[config.mk]
export PLATFORM = sky130hd
export DESIGN_NAME = csio_xcvr
export DESIGN_NICKNAME = d
export VERILOG_FILES = /design/src/rtl/csio_xcvr.sv
export SDC_FILE = /design/constraint.sdc
export NUM_CORES = 1
export LEC_CHECK = 0
export CORE_MARGIN = 2
export CORE_UTILIZATION = 57
export CTS_CLUSTER_DIAMETER = 80
export DETAILED_ROUTE_END_ITERATION = 8
export DONT_BUFFER_PORTS = 1
export PLACE_DENSITY = 0.8
export SLEW_MARGIN = 20
export SYNTH_ARGS = -nofsm -noshare
export SYNTH_HDL_FRONTEND = slang
export SYNTH_SLANG_ARGS = --single-unit
export TNS_END_PERCENT = 5
[constraint.sdc]
create_clock -name clk -period 2.4 [get_ports clk]
set_input_delay 0.48 -clock clk [delete_from_list [all_inputs] [get_ports clk]]
set_output_delay 0.48 -clock clk [all_outputs]
set_load 0.05 [all_outputs]
[src/rtl/csio_xcvr.sv]
module csio_xcvr #(
  parameter int DW = 8,
  parameter int BW = 8
) (
  input  logic          clk,
  input  logic          rst_n,
  input  logic          ext_clk_sel,
  input  logic          clk_pol,
  input  logic [1:0]    pre_sel,
  input  logic [BW-1:0] brg_div,
  input  logic          tx_en,
  input  logic          rx_en,
  input  logic          txirq_sel,
  input  logic          tx_wr,
  input  logic [DW-1:0] tx_wdata,
  input  logic          rx_rd,
  output logic [DW-1:0] rx_rdata,
  output logic          buf_empty,
  output logic          sreg_empty,
  output logic          rx_full,
  output logic          overrun,
  output logic          tx_irq,
  input  logic          tx_irq_clr,
  output logic          rx_irq,
  input  logic          rx_irq_clr,
  input  logic          sclk_in,
  output logic          sclk_out,
  output logic          sclk_oe,
  input  logic          sd_in,
  output logic          sd_out
);
  localparam int IW = $clog2(DW);
  localparam int CW = IW + 1;
  localparam int PW = 5;
  localparam logic [CW-1:0] FULL_CNT = CW'(DW);
  localparam logic [CW-1:0] LAST_BIT = CW'(DW - 1);

  logic [DW-1:0] tbuf, tsh, rsh, rbuf;
  logic          tbuf_full, active, phase;
  logic [CW-1:0] bcnt;
  logic [PW-1:0] pcnt, plim;
  logic [BW-1:0] dcnt;
  logic [1:0]    sync;
  logic          sprev;

  always_comb begin
    case (pre_sel)
      2'd0:    plim = PW'(0);
      2'd1:    plim = PW'(7);
      default: plim = PW'(31);
    endcase
  end

  wire snorm  = sync[1] ^ clk_pol;
  wire s_rise = snorm & ~sprev;
  wire s_fall = ~snorm & sprev;

  wire tick    = (pcnt == plim);
  wire half    = active & ~ext_clk_sel & tick & (dcnt == '0);
  wire m_rise  = half & ~phase;
  wire m_fall  = half & phase;
  wire rise    = ext_clk_sel ? (active & s_rise) : m_rise;
  wire sl_fall = ext_clk_sel & active & s_fall & (bcnt != '0) & (bcnt != FULL_CNT);

  wire can_start = ~active & tbuf_full & tx_en & (~ext_clk_sel | (rx_en & snorm));
  wire m_chain   = m_fall & (bcnt == FULL_CNT) & tbuf_full & tx_en;
  wire load      = can_start | m_chain;

  wire [DW-1:0] rsh_nx = {sd_in, rsh[DW-1:1]};
  wire rx_done   = rise & (bcnt == LAST_BIT);
  wire frame_end = ext_clk_sel ? rx_done : (m_fall & (bcnt == FULL_CNT) & ~m_chain);
  wire tx_set    = txirq_sel ? frame_end : load;

  always_ff @(posedge clk or negedge rst_n) begin
    if (!rst_n) begin
      sync  <= 2'b11;
      sprev <= 1'b1;
    end else begin
      sync  <= {sync[0], sclk_in};
      sprev <= snorm;
    end
  end

  always_ff @(posedge clk or negedge rst_n) begin
    if (!rst_n) begin
      tbuf      <= '0;
      tbuf_full <= 1'b0;
    end else begin
      if (tx_wr) tbuf <= tx_wdata;
      tbuf_full <= (tbuf_full & ~load) | tx_wr;
    end
  end

  always_ff @(posedge clk or negedge rst_n) begin
    if (!rst_n) begin
      tsh    <= '0;
      rsh    <= '0;
      active <= 1'b0;
      phase  <= 1'b1;
      bcnt   <= '0;
      pcnt   <= '0;
      dcnt   <= '0;
      sd_out <= 1'b1;
    end else begin
      if (active && !ext_clk_sel) begin
        pcnt <= tick ? '0 : pcnt + 1'b1;
        if (tick) dcnt <= (dcnt == '0) ? brg_div : dcnt - 1'b1;
      end
      if (m_rise) phase <= 1'b1;
      if (rise) begin
        rsh  <= rsh_nx;
        bcnt <= bcnt + 1'b1;
      end
      if (m_fall && bcnt != FULL_CNT) begin
        phase  <= 1'b0;
        sd_out <= tsh[bcnt[IW-1:0]];
      end
      if (sl_fall) sd_out <= tsh[bcnt[IW-1:0]];
      if (frame_end) begin
        active <= 1'b0;
        phase  <= 1'b1;
      end
      if (load) begin
        tsh    <= tbuf;
        sd_out <= tbuf[0];
        active <= 1'b1;
        phase  <= 1'b0;
        bcnt   <= '0;
        pcnt   <= '0;
        dcnt   <= brg_div;
      end
    end
  end

  always_ff @(posedge clk or negedge rst_n) begin
    if (!rst_n) begin
      rbuf    <= '0;
      rx_full <= 1'b0;
      overrun <= 1'b0;
      rx_irq  <= 1'b0;
      tx_irq  <= 1'b0;
    end else begin
      if (rx_done && rx_en) begin
        rbuf    <= rsh_nx;
        rx_full <= 1'b1;
        overrun <= overrun | (rx_full & ~rx_rd);
      end else if (rx_rd) begin
        rx_full <= 1'b0;
        overrun <= 1'b0;
      end
      if (rx_done && rx_en) rx_irq <= 1'b1;
      else if (rx_irq_clr)  rx_irq <= 1'b0;
      if (tx_set)          tx_irq <= 1'b1;
      else if (tx_irq_clr) tx_irq <= 1'b0;
    end
  end

  assign rx_rdata   = rbuf;
  assign buf_empty  = ~tbuf_full;
  assign sreg_empty = ~active;
  assign sclk_oe    = ~ext_clk_sel;
  assign sclk_out   = (ext_clk_sel | ~active | phase) ^ clk_pol;
endmodule

==> PnR_summary.wiki, run 1 <==
{| class="wikitable"
! Metric !! Value
|-
| Net count after synthesis || 290
|-
| Fill cell instance count of the final layout || 415
|-
| DIE WIDTH || 75.58 um
|-
| Data arrival time of the worst path || 2.48 ns
|-
| Number of buffers created by CTS || 9
|-
| Area of the multi-input gates || 0.001345 mm2
|-
| CTS H-tree depth || 3
|-
| Power per cell area || 1072 mW/mm2
|-
| Number of synthesized register bits || 59
|-
| Seq/Total Area, Yosys || 50.77%
|-
| Synth area leader || dfrtp_1
|-
| Tot GR Track Use || 22.18%
|-
| Largest fanout of any net on the critical path || 10
|-
| Post-placement cell area || 0.003118 mm2
|-
| Via count || 2111
|-
| Via density per instance || 5.980
|-
| Pin count of the biggest net entering global routing || 60
|-
| Root Buffer || clkbuf_8
|-
| Result of the run || finished, final reports clean
|-
| Most common cell in the synthesized netlist || dfrtp_1
|-
| Residual antenna-violating net count after detailed routing || 0
|-
| Buffers and inverters on the worst path || 0
|-
| Clock-pin transition on the worst setup and hold timing paths || 0.07 ns
|-
| Slowest cell delay on critical path || 0.61 ns
|-
| CP endpoint kind || register
|-
| Post-detail-place hpwl || 4242 um
|-
| Clock tree from TritonCTS || done
|-
| Starting DRC count in detailed routing || 150
|-
| Post-synthesis instance area || 0.002920 mm2
|-
| Data required, critical path || 2.61 ns
|-
| Area growth from synthesis to layout || 14.35%
|-
| Count of clock tree sinks || 59
|-
| Peak ir drop on the vdd network || 0.0006894 V
|-
| Post-detailed-routing wire length || 5841 um
|-
| Number of enable-type register cells in the synthesized netlist || 0
|-
| Total Neg Setup Slack || 0 ns
|-
| Count of instances resized after the clock tree is built || 0
|-
| Startpoint class of the critical path || register
|-
| RSZ-0062 raised after global routing || no
|-
| HP Class || input pin to asynchronous set/reset pin
|-
| Max-capacitance violation count || 0
|-
| Routability congestion estimate from global placement || 0.8485
|-
| Standard cell core area || 0.005010 mm2
|-
| Number of max-slew violations in the final report || 0
|-
| Worst Setup Slack, final || 0.1259 ns
|-
| Count of input and output buffers || 0
|-
| Drt pass-1 iters || 4
|-
| # nets final || 313
|-
| Most frequent cells after synthesis || dfrtp_1, inv_1, a21oi_1, mux2_1, mux2_2
|-
| Total placed cells including tap cells || 336
|-
| DIE HEIGHT || 75.58 um
|-
| Post-synthesis instance total || 255
|-
| Total leakage power || 1.497 nW
|-
| Yosys warning total || 0
|-
| Non-Filler Instances || 353
|-
| # diodes || 0
|-
| Routed WL per cell || 16.55 um
|-
| DR DRC count || 0
|-
| DIE AREA || 0.005712 mm2
|-
| First-pass GRT wire length || 9246 um
|-
| Unique cell type count in the Yosys netlist || 60
|-
| Layout cell share with drive strength beyond 1 || 23.67%
|-
| Post-route cell area || 0.003339 mm2
|-
| Later-pin clock latency in the skew report || 0.33 ns
|-
| Post-Syn Area per Cell || 11.45 um2
|-
| Largest cells by area after synthesis || dfrtp_1, mux2_1, mux2_2
|-
| # rows || 26
|-
| Worst slew slack as a fraction of its limit || 53.80%
|-
| Fraction of synthesis flops using an asynchronous set or reset pin || 100.0%
|-
| Most used flip-flop cell after synthesis || dfrtp_1
|-
| Pre-CTS WS || 0.06408 ns
|-
| Dominant delay contributor by cell family on the critical path || simple AND/OR/NAND/NOR gates
|-
| Top-level port count || 48
|-
| Period minus WS final || 2.274 ns
|-
| Number of antenna violations at the first check in global routing || 0
|-
| Hold slack || 0.003452 ns
|-
| Global route total overflow || 0
|-
| Maximum clock path buffer count || 2
|-
| Cells along the critical path || or3_1, o21a_2, or4_1, nand2_8, mux2_1
|-
| Post-route fraction of the period consumed by the critical path || 94.75%
|-
| Critical Path Slowest Stage Cell || or4_1
|-
| Final setup viols || 0
|-
| Max Clock Freq || 439.7 MHz
|-
| Crit Path Class || register to register
|-
| Initial Util || 58.29%
|-
| Via count of the first global-routing pass || 2042
|-
| Transition time at the pin with the least slew margin || 0.6908 ns
|-
| Number of failing hold endpoints at the final stage || 0
|-
| Final clock skew || 0.008555 ns
|-
| Sequential cell area || 0.001483 mm2
|-
| Area share of the leading cell type in the synthesized netlist || 46.27%
|}
-- layer usage --
layer | GRT usage (%) | up-vias | part of all wire, %
met4 | 9.747 | 0 | 1.3
met1 | 26.99 | 1056 | 43
met5 | 0 | - | 0
met3 | 7.937 | 6 | 5.4
met2 | 35.75 | 45 | 50
li1 | - | 1004 | -
-- metrics by stage --
step                      util [%]  power (W)
after CTS                    66.66   0.003612
after global placement       62.24   0.002639
after detailed placement     62.24   0.002699
after global routing         66.66   0.003805
final                        66.66   0.003579
after floorplan                  -   0.002394
-- where the power goes --
group | switching [W] | internal, W | total, W
Clock | 0.000374 | 0.000502 | 0.000876
Sequential | 0.000365 | 0.00131 | 0.00168
Combinational | 0.000510 | 0.000515 | 0.00103
-- area by class of cell --
class                      count  area share, %
tap                           70          2.623
timing repair buffer          20          5.096
clock buffer                  11          4.234
sequential                    59          44.40
inverter                      16          1.798
multi-input combinational    172          40.28
clock inverter                 5          1.574
-- state kept, by name (all words and copies together) (netlist names), 2 cells and up --
| signal | flops |
|---|---|
| rsh | 7 |
| dcnt | 8 |
| pcnt | 5 |
| tsh | 8 |
| tbuf | 8 |
| rx_rdata | 8 |
| sync | 2 |
| bcnt | 4 |
-- kinds of logic (layout without fill, tap and decap cells) --
logic type / Yosys count / in the layout / synth area share (%)
muxes: 38 / 38 / 15.17
buffers and inverters: 24 / 52 / 3.171
AOI/OAI and AO/OA: 62 / 62 / 14.78
and+or+nand+nor: 66 / 66 / 13.80
DFF: 59 / 59 / 50.77
adders and majority gates: 4 / 4 / 1.714
xor gates and xnor gates: 2 / 2 / 0.5999
-- worst register-to-register path: stages (launching register included) --
cell     delay, ns
dfrtp_1       0.42
or3_1         0.38
o21a_2        0.26
or4_1         0.61
nand2_8       0.17
mux2_1        0.33
-- final timing paths --
path                         start      end  slack (ns)  depth (start not counted)
setup / recovery           pcnt[3]   tsh[6]        0.13                          5
hold / removal               rst_n  dcnt[3]       0.003                          1
setup reg to reg           pcnt[3]   tsh[6]        0.13                          5
hold reg to reg            sync[0]  sync[1]        0.36                          0
max in group asynchronous    rst_n    phase        2.07                          1
min in group clk           sclk_in  sync[0]        0.15                          0
-- what timing repair did --
action                    in CTS  in global routing
setup buffers                  0                  0
hold buffers                   1                  0
hold endpoints to repair      59                  0
-- layout by cell type, fill, tap and decap left out, types with 2 or more instances in the layout --
cell	n
dfrtp_1	54
buf_4	19
inv_1	16
mux2_2	15
a21oi_1	15
mux2_1	15
o21ai_0	13
nand2_1	12
nand3_1	10
clkbuf_8	10
or3_1	7
nor3_1	6
mux2i_1	6
nor4_1	5
dfstp_2	5
nor2b_1	4
nor2_1	4
ha_1	4
nand4_1	3
a21o_1	3
o22ai_1	3
clkinv_2	3
nor3b_1	2
a31oi_1	2
o21a_1	2
mux4_2	2
o31ai_1	2
o41ai_1	2
a21boi_0	2
a211o_1	2
No activity file was read; power rests on OpenSTA's default activity.
==> inputs of run 2 (changes only) <==
--- a/config.mk
+++ b/config.mk
@@ -6,11 +6,11 @@
 export NUM_CORES = 1
 export LEC_CHECK = 0
 export CORE_MARGIN = 2
-export CORE_UTILIZATION = 57
+export CORE_UTILIZATION = 45
 export CTS_CLUSTER_DIAMETER = 80
 export DETAILED_ROUTE_END_ITERATION = 8
 export DONT_BUFFER_PORTS = 1
-export PLACE_DENSITY = 0.8
+export PLACE_DENSITY = 0.65
 export SLEW_MARGIN = 20
 export SYNTH_ARGS = -nofsm -noshare
 export SYNTH_HDL_FRONTEND = slang
==> constraint.sdc (replaced) <==
create_clock -name clk -period 2.2 [get_ports clk]
set_input_delay 0.44 -clock clk [delete_from_list [all_inputs] [get_ports clk]]
set_output_delay 0.44 -clock clk [all_outputs]
set_load 0.05 [all_outputs]
==> run 2 against run 1 <==
Against the previous run: sequential power grew 8%; fmax is 5.6% higher; cell area up 4.6%; first-iteration DRC count down 41%; utilization decreased by 11 points; combinational power is 32% higher; clock power down 5.6%; flip-flop and latch count unchanged; die area grew 25%; critical endpoint is now dcnt[7]; largest cell class unchanged.
==> PnR_summary.wiki, run 2 (synthesis results as in run 1) <==
{| class="wikitable"
! Metric !! Value
|-
| Cell-internal power || 0.002555 W (+9.7%)
|-
| Largest fanout of any net on the critical path || 3 (-7)
|-
| Layout cell share with drive strength beyond 1 || 29.87% (+6.2 points)
|-
| Tot GR Track Use || 18.91% (-3.3 points)
|-
| DIE WIDTH || 84.56 um (+12%)
|-
| Initial Util || 46.25% (-12 points)
|-
| Result of the run || finished, final reports clean
|-
| Post-route fraction of the period consumed by the critical path || 97.86% (+3.1 points)
|-
| Top-level port count || 48 (unchanged)
|-
| Reg2Reg Launch Point || dcnt[0]
|-
| # rows || 29 (+12%)
|-
| Via count || 2156 (+2.1%)
|-
| Number of max-slew violations in the final report || 0 (unchanged)
|-
| Transition time at the pin with the least slew margin || 0.5323 ns (-0.1585 ns)
|-
| Startpoint class of the critical path || register
|-
| Hold slack || 0.1009 ns (+0.09748 ns)
|-
| Fill cell instance count of the final layout || 564 (+36%)
|-
| Final clock skew || 0.008279 ns (-0.0002768 ns)
|-
| Part of the total power dissipated in the clock network || 20.7% (-3.8 points)
|-
| CP endpoint kind || register
|-
| Root Buffer || clkbuf_8
|-
| Total placed cells including tap cells || 356 (+6.0%)
|-
| Sink of the worst hold path || sync[0]
|-
| Total leakage power || 1.566 nW (+4.6%)
|-
| Later-pin clock latency in the skew report || 0.33 ns (about the same)
|-
| Number of antenna violations at the first check in global routing || 0 (unchanged)
|-
| Setup slack of the most critical reg-to-reg path || 0.05 ns (-0.08 ns)
|-
| Post-detailed-routing wire length || 6223 um (+6.5%)
|-
| Starting DRC count in detailed routing || 89 (-41%)
|-
| # diodes || 0 (unchanged)
|-
| Comb power frac || 34.0% (+5.4 points)
|-
| CTS H-tree depth || 3 (unchanged)
|-
| Most common library cell in the layout ignoring fill and taps || dfrtp_1
|-
| DIE HEIGHT || 84.56 um (+12%)
|-
| Hold Startpoint || sclk_in
|-
| Non-Filler Instances || 375 (+6.2%)
|-
| Clock-pin transition on the worst setup and hold timing paths || 0.07 ns (about the same)
|-
| Number of buffers created by CTS || 9 (unchanged)
|-
| DIE AREA || 0.007150 mm2 (+25%)
|-
| Period minus WS final || 2.153 ns (-0.1213 ns)
|-
| Maximum clock path buffer count || 2 (unchanged)
|-
| Routed WL per cell || 16.59 um (+0.29%)
|-
| Power per cell area || 1143 mW/mm2 (+6.6%)
|-
| Switching Power || 0.001435 W (+15%)
|-
| Data arrival time of the worst path || 2.37 ns (-0.11 ns)
|-
| Sequential cell fraction of total power || 45.3% (-1.6 points)
|-
| R2r endpoint || dcnt[7]
|-
| Worst slew slack as a fraction of its limit || 64.51% (+11 points)
|-
| Number of failing hold endpoints at the final stage || 0 (unchanged)
|-
| Data required, critical path || 2.42 ns (-0.19 ns)
|-
| Crit Path Class || register to register
|-
| Global route total overflow || 0 (unchanged)
|-
| Max-capacitance violation count || 0 (unchanged)
|-
| RSZ-0062 raised after global routing || yes
|-
| Final setup viols || 0 (unchanged)
|-
| Via count of the first global-routing pass || 2233 (+9.4%)
|-
| Peak ir drop on the vdd network || 0.0006860 V (-0.50%)
|-
| Pin count of the biggest net entering global routing || 60 (unchanged)
|-
| HP Class || input pin to register
|-
| Area growth from synthesis to layout || 19.58%
|-
| Standard cell core area || 0.006314 mm2 (+26%)
|-
| Count of input and output buffers || 0 (unchanged)
|-
| # nets final || 328 (+4.8%)
|-
| Drt pass-1 iters || 7 (+3)
|-
| Top library cells by usage in the layout, fill and taps aside || dfrtp_1, buf_4, inv_1, mux2_2, a21oi_1
|-
| Routability congestion estimate from global placement || 0.9423 (+11%)
|-
| Via density per instance || 5.749 (-3.9%)
|-
| Instance count along the most critical hold path || 0
|-
| Switch share || 35.96% (+1.1 points)
|-
| Reg2Reg Depth || 6 (+1)
|-
| First-pass GRT wire length || 10580 um (+14%)
|-
| Residual antenna-violating net count after detailed routing || 0 (unchanged)
|-
| DR DRC count || 0 (unchanged)
|-
| Max Clock Freq || 464.5 MHz (+5.6%)
|-
| Clock tree from TritonCTS || done
|-
| Count of clock tree sinks || 59 (unchanged)
|-
| Post-detail-place hpwl || 4474 um (+5.4%)
|}
[run 2: cell count changes in the layout (fill, tap and decap cells not counted), sizes merged]
cell,before,now
buf,20,34
bufinv,1,0
clkinvlp,1,2
dlygate4sd3,0,1
[run 2: power groups by stage]
stage	clock (W)	sequential (W)	combinational, W
2_1_floorplan	0	0.00179	0.000827
3_3_place_gp	0	0.00180	0.00122
3_5_place_dp	0	0.00181	0.00125
4_1_cts	0.000864	0.00180	0.00131
5_1_grt	0.000915	0.00185	0.00151
6_report	0.000827	0.00181	0.00136
[run 2: area by class of cell]
cell class	instances	area [um2]	area share [%]
well taps	77	96.34	2.759
inverters	16	60.06	1.720
multi-input cells	172	1406	40.27
flip-flops and latches	59	1483	42.46
clock inverters	5	30.03	0.8599
repair buffers	35	285.3	8.169
clock buffers	11	131.4	3.762
[run 2: how the worst max path moves through the flow]
stage,start,end,slack (ns),cells past startpoint
3_5_place_dp,pre_sel[1],tsh[1],-0.04,5
5_1_grt,dcnt[1],tsh[2],-0.05,7
4_1_cts,dcnt[0],dcnt[7],0.007,6
3_3_place_gp,pre_sel[1],tsh[6],-0.04,5
2_1_floorplan,pre_sel[1],tsh[1],-0.02,6
6_report,dcnt[0],dcnt[7],0.05,6
[run 2: repair_timing]
| action | CTS | global route |
|---|---|---|
| hold buffers | 2 | 0 |
| setup endpoints to repair | 9 | 28 |
| buffers inserted | 0 | 1 |
| pin swaps | 0 | 2 |
| gates resized for setup | 3 | 7 |
| hold endpoints to repair | 59 | 0 |
[run 2: per-stage QoR]
stage                     cell area, um2  setup TNS, ns  total power [W]  util [%]  setup WS (ns)
after CTS                           3451              0         0.003978     54.66       0.006982
final                               3492              0         0.003990     55.31        0.04719
after detailed placement            3237        -0.2838         0.003069     51.27       -0.03865
after global routing                3492        -0.3304         0.004273     55.31       -0.05140
after floorplan                     2935        -0.1155         0.002621         -       -0.01650
after global placement              3237        -0.2750         0.003023     51.27       -0.03629
[run 2: worst max-delay path, cell delays in order (launching register included)]
cell	delay [ns]
dfrtp_1	0.38
buf_4	0.14
or3_4	0.40
or3_4	0.35
or3_4	0.34
o31a_1	0.25
o22a_1	0.19
[run 2: per-layer routing]
metal / share of wire [%] / track usage (%) / up-vias
met4: 1.5 / 7.504 / 0
met3: 5.6 / 6.490 / 11
met5: 0 / 0 / -
met1: 43 / 22.93 / 1069
li1: - / - / 1027
met2: 50 / 31.07 / 49
==> inputs of run 3 (changes only) <==
--- a/config.mk
+++ b/config.mk
@@ -10,7 +10,7 @@
 export CTS_CLUSTER_DIAMETER = 80
 export DETAILED_ROUTE_END_ITERATION = 8
 export DONT_BUFFER_PORTS = 1
-export PLACE_DENSITY = 0.65
+export PLACE_DENSITY = 0.67
 export SLEW_MARGIN = 20
 export SYNTH_ARGS = -nofsm -noshare
 export SYNTH_HDL_FRONTEND = slang
==> constraint.sdc (replaced) <==
create_clock -name clk -period 1.9 [get_ports clk]
set_input_delay 0.38 -clock clk [delete_from_list [all_inputs] [get_ports clk]]
set_output_delay 0.38 -clock clk [all_outputs]
set_load 0.01 [all_outputs]
==> run 3 against run 2 <==
Against the previous run: the flow now finishes with violations (setup timing); clock power is 64% higher; critical path depth shrank 1; largest power group is now combinational logic; via count up 6.4%; cell area increased by 13%; power grew 32%; clock skew shrank 0.00076 ns; flip-flop and latch count unchanged; setup slack got worse by 0.27 ns; critical path type unchanged; sequential share of layout area is 4.8 points lower.
==> PnR_summary.wiki, run 3 (synthesis results as in run 1) <==
{| class="wikitable"
! Metric !! Value
|-
| Result of the run || complete, but fails checks
|-
| Number of max-slew violations in the final report || 0 (unchanged)
|-
| DIE WIDTH || 84.56 um (unchanged)
|-
| Residual antenna-violating net count after detailed routing || 0 (unchanged)
|-
| Layout cell share with drive strength beyond 1 || 42.99% (+13 points)
|-
| Top-level port count || 48 (unchanged)
|-
| # nets final || 351 (+7.0%)
|-
| Fill cell instance count of the final layout || 513 (-9.0%)
|-
| Power per cell area || 1338 mW/mm2 (+17%)
|-
| Clock tree from TritonCTS || done
|-
| Cell-internal power || 0.003631 W (+42%)
|-
| DR DRC count || 0 (unchanged)
|-
| Core Util, Final || 62.39% (+7.1 points)
|-
| Worst slew slack as a fraction of its limit || 75.91% (+11 points)
|-
| Peak ir drop on the vdd network || 0.0007864 V (+15%)
|-
| Most common library cell in the layout ignoring fill and taps || dfrtp_1
|-
| Worst Setup Slack, final || -0.2255 ns (-0.2727 ns)
|-
| Post-detailed-routing wire length || 6973 um (+12%)
|-
| Number of antenna violations at the first check in global routing || 0 (unchanged)
|-
| Via count || 2294 (+6.4%)
|-
| Startpoint class of the critical path || register
|-
| Total placed cells including tap cells || 376 (+5.6%)
|-
| Pin count of the biggest net entering global routing || 60 (unchanged)
|-
| Hold slack || 0.03412 ns (-0.06681 ns)
|-
| Post-route total power || 0.005269 W (+32%)
|-
| Final setup viols || 35 (+35)
|-
| Tot GR Track Use || 20.45% (+1.5 points)
|-
| Number of buffers created by CTS || 9 (unchanged)
|-
| Root Buffer || clkbuf_8
|-
| Period minus WS final || 2.125 ns (-0.02734 ns)
|-
| Area growth from synthesis to layout || 34.88%
|-
| Max-capacitance violation count || 0 (unchanged)
|-
| # rows || 29 (unchanged)
|-
| Number of failing hold endpoints at the final stage || 0 (unchanged)
|-
| Count of clock tree sinks || 59 (unchanged)
|-
| Via count of the first global-routing pass || 2374 (+6.3%)
|-
| Data required, critical path || 2.12 ns (-0.30 ns)
|-
| Global route total overflow || 0 (unchanged)
|-
| # diodes || 0 (unchanged)
|-
| Part of the total power dissipated in the clock network || 25.9% (+5.2 points)
|-
| Total leakage power || 1.784 nW (+14%)
|-
| Violations in the final reports || setup timing
|-
| Post-route cell area || 0.003939 mm2 (+13%)
|-
| Switch share || 31.09% (-4.9 points)
|-
| CP endpoint kind || register
|-
| DIE HEIGHT || 84.56 um (unchanged)
|-
| CTS H-tree depth || 3 (unchanged)
|-
| Later-pin clock latency in the skew report || 0.34 ns (about the same)
|-
| Post-route fraction of the period consumed by the critical path || 111.9% (+14 points)
|-
| Routability congestion estimate from global placement || 0.8140 (-14%)
|-
| Standard cell core area || 0.006314 mm2 (unchanged)
|-
| Setup slack of the most critical reg-to-reg path || -0.23 ns (-0.27 ns)
|-
| HP Class || input pin to register
|-
| Initial Util || 46.25% (unchanged)
|-
| Switching Power || 0.001638 W (+14%)
|-
| DIE AREA || 0.007150 mm2 (unchanged)
|-
| Comb power frac || 37.4% (+3.4 points)
|-
| Clock-pin transition on the worst setup and hold timing paths || 0.07 ns (about the same)
|-
| Largest fanout of any net on the critical path || 8 (+5)
|-
| Post-detail-place hpwl || 4747 um (+6.1%)
|-
| Count of input and output buffers || 0 (unchanged)
|-
| Maximum clock path buffer count || 2 (unchanged)
|-
| Via density per instance || 5.764 (+0.25%)
|-
| Transition time at the pin with the least slew margin || 0.3596 ns (-0.1727 ns)
|-
| Final clock skew || 0.007516 ns (-0.0007626 ns)
|-
| Crit Path Class || register to register
|-
| Starting DRC count in detailed routing || 100 (+12%)
|-
| Routed WL per cell || 17.52 um (+5.6%)
|-
| Top library cells by usage in the layout, fill and taps aside || dfrtp_1, buf_4, inv_1, mux2_2, a21oi_1
|-
| First-pass GRT wire length || 11330 um (+7.1%)
|-
| RSZ-0062 raised after global routing || yes
|-
| Sequential cell fraction of total power || 36.7% (-8.6 points)
|-
| Post-placement cell area || 0.003405 mm2 (+5.2%)
|-
| Non-Filler Instances || 398 (+6.1%)
|-
| Drt pass-1 iters || 4 (-3)
|-
| Max Clock Freq || 470.5 MHz (+1.3%)
|-
| Data arrival time of the worst path || 2.35 ns (-0.02 ns)
|}
## run 3: worst paths after layout
path	startpoint	to	depth (start not counted)
min	sclk_in	sync[0]	0
max reg2reg	pcnt[3]	tsh[3]	5
min in group asynchronous	rst_n	dcnt[7]	2
max in group asynchronous	rst_n	phase	2
min reg2reg	sync[0]	sync[1]	0
max	pcnt[3]	tsh[3]	5
## run 3: per-layer routing
layer / GRT usage, % / share of wire [%]
met1: 24.78 / 41
met2: 33.36 / 52
met3: 5.998 / 5.2
met4: 10.10 / 2.2
met5: 0 / 0
## run 3: worst max-delay path, cell delays in order, from the launching register on
cell and delay [ns]:
dfrtp_1 0.37, or3_4 0.37, o21a_4 0.22, or4_4 0.59, nand2_8 0.13, mux2_1 0.32
## run 3: layout make-up
class                   count  area, um2  share of cell area, %
clock inverters             5      102.6                  2.605
repair buffers             58      518.0                  13.15
well taps                  77      96.34                  2.446
inverters                  16      60.06                  1.525
flip-flops and latches     59       1483                  37.64
multi-input cells         172       1548                  39.29
clock buffers              11      131.4                  3.335
## run 3: through the flow
step	TNS [ns]	setup WS, ns
floorplan	-3.360	-0.2565
global route	-7.016	-0.2849
detailed placement	-8.195	-0.3489
global placement	-7.589	-0.2777
CTS	-4.109	-0.2325
finish	-4.389	-0.2255
## run 3: power by group through the flow
stage               logic (W)  clock network (W)  registers [W]
floorplan            0.000910                  0        0.00194
global placement      0.00160                  0        0.00192
detailed placement    0.00165                  0        0.00194
CTS                   0.00177            0.00141        0.00193
global route          0.00215            0.00147        0.00199
finish                0.00197            0.00136        0.00193
## run 3: repair_timing
item	4_1_cts	5_1_grt
gates resized for setup	18	32
hold buffers	2	0
buffers inserted	2	2
endpoints found under the hold margin	59	0
endpoints found under the setup margin	41	43
pin swaps	3	10
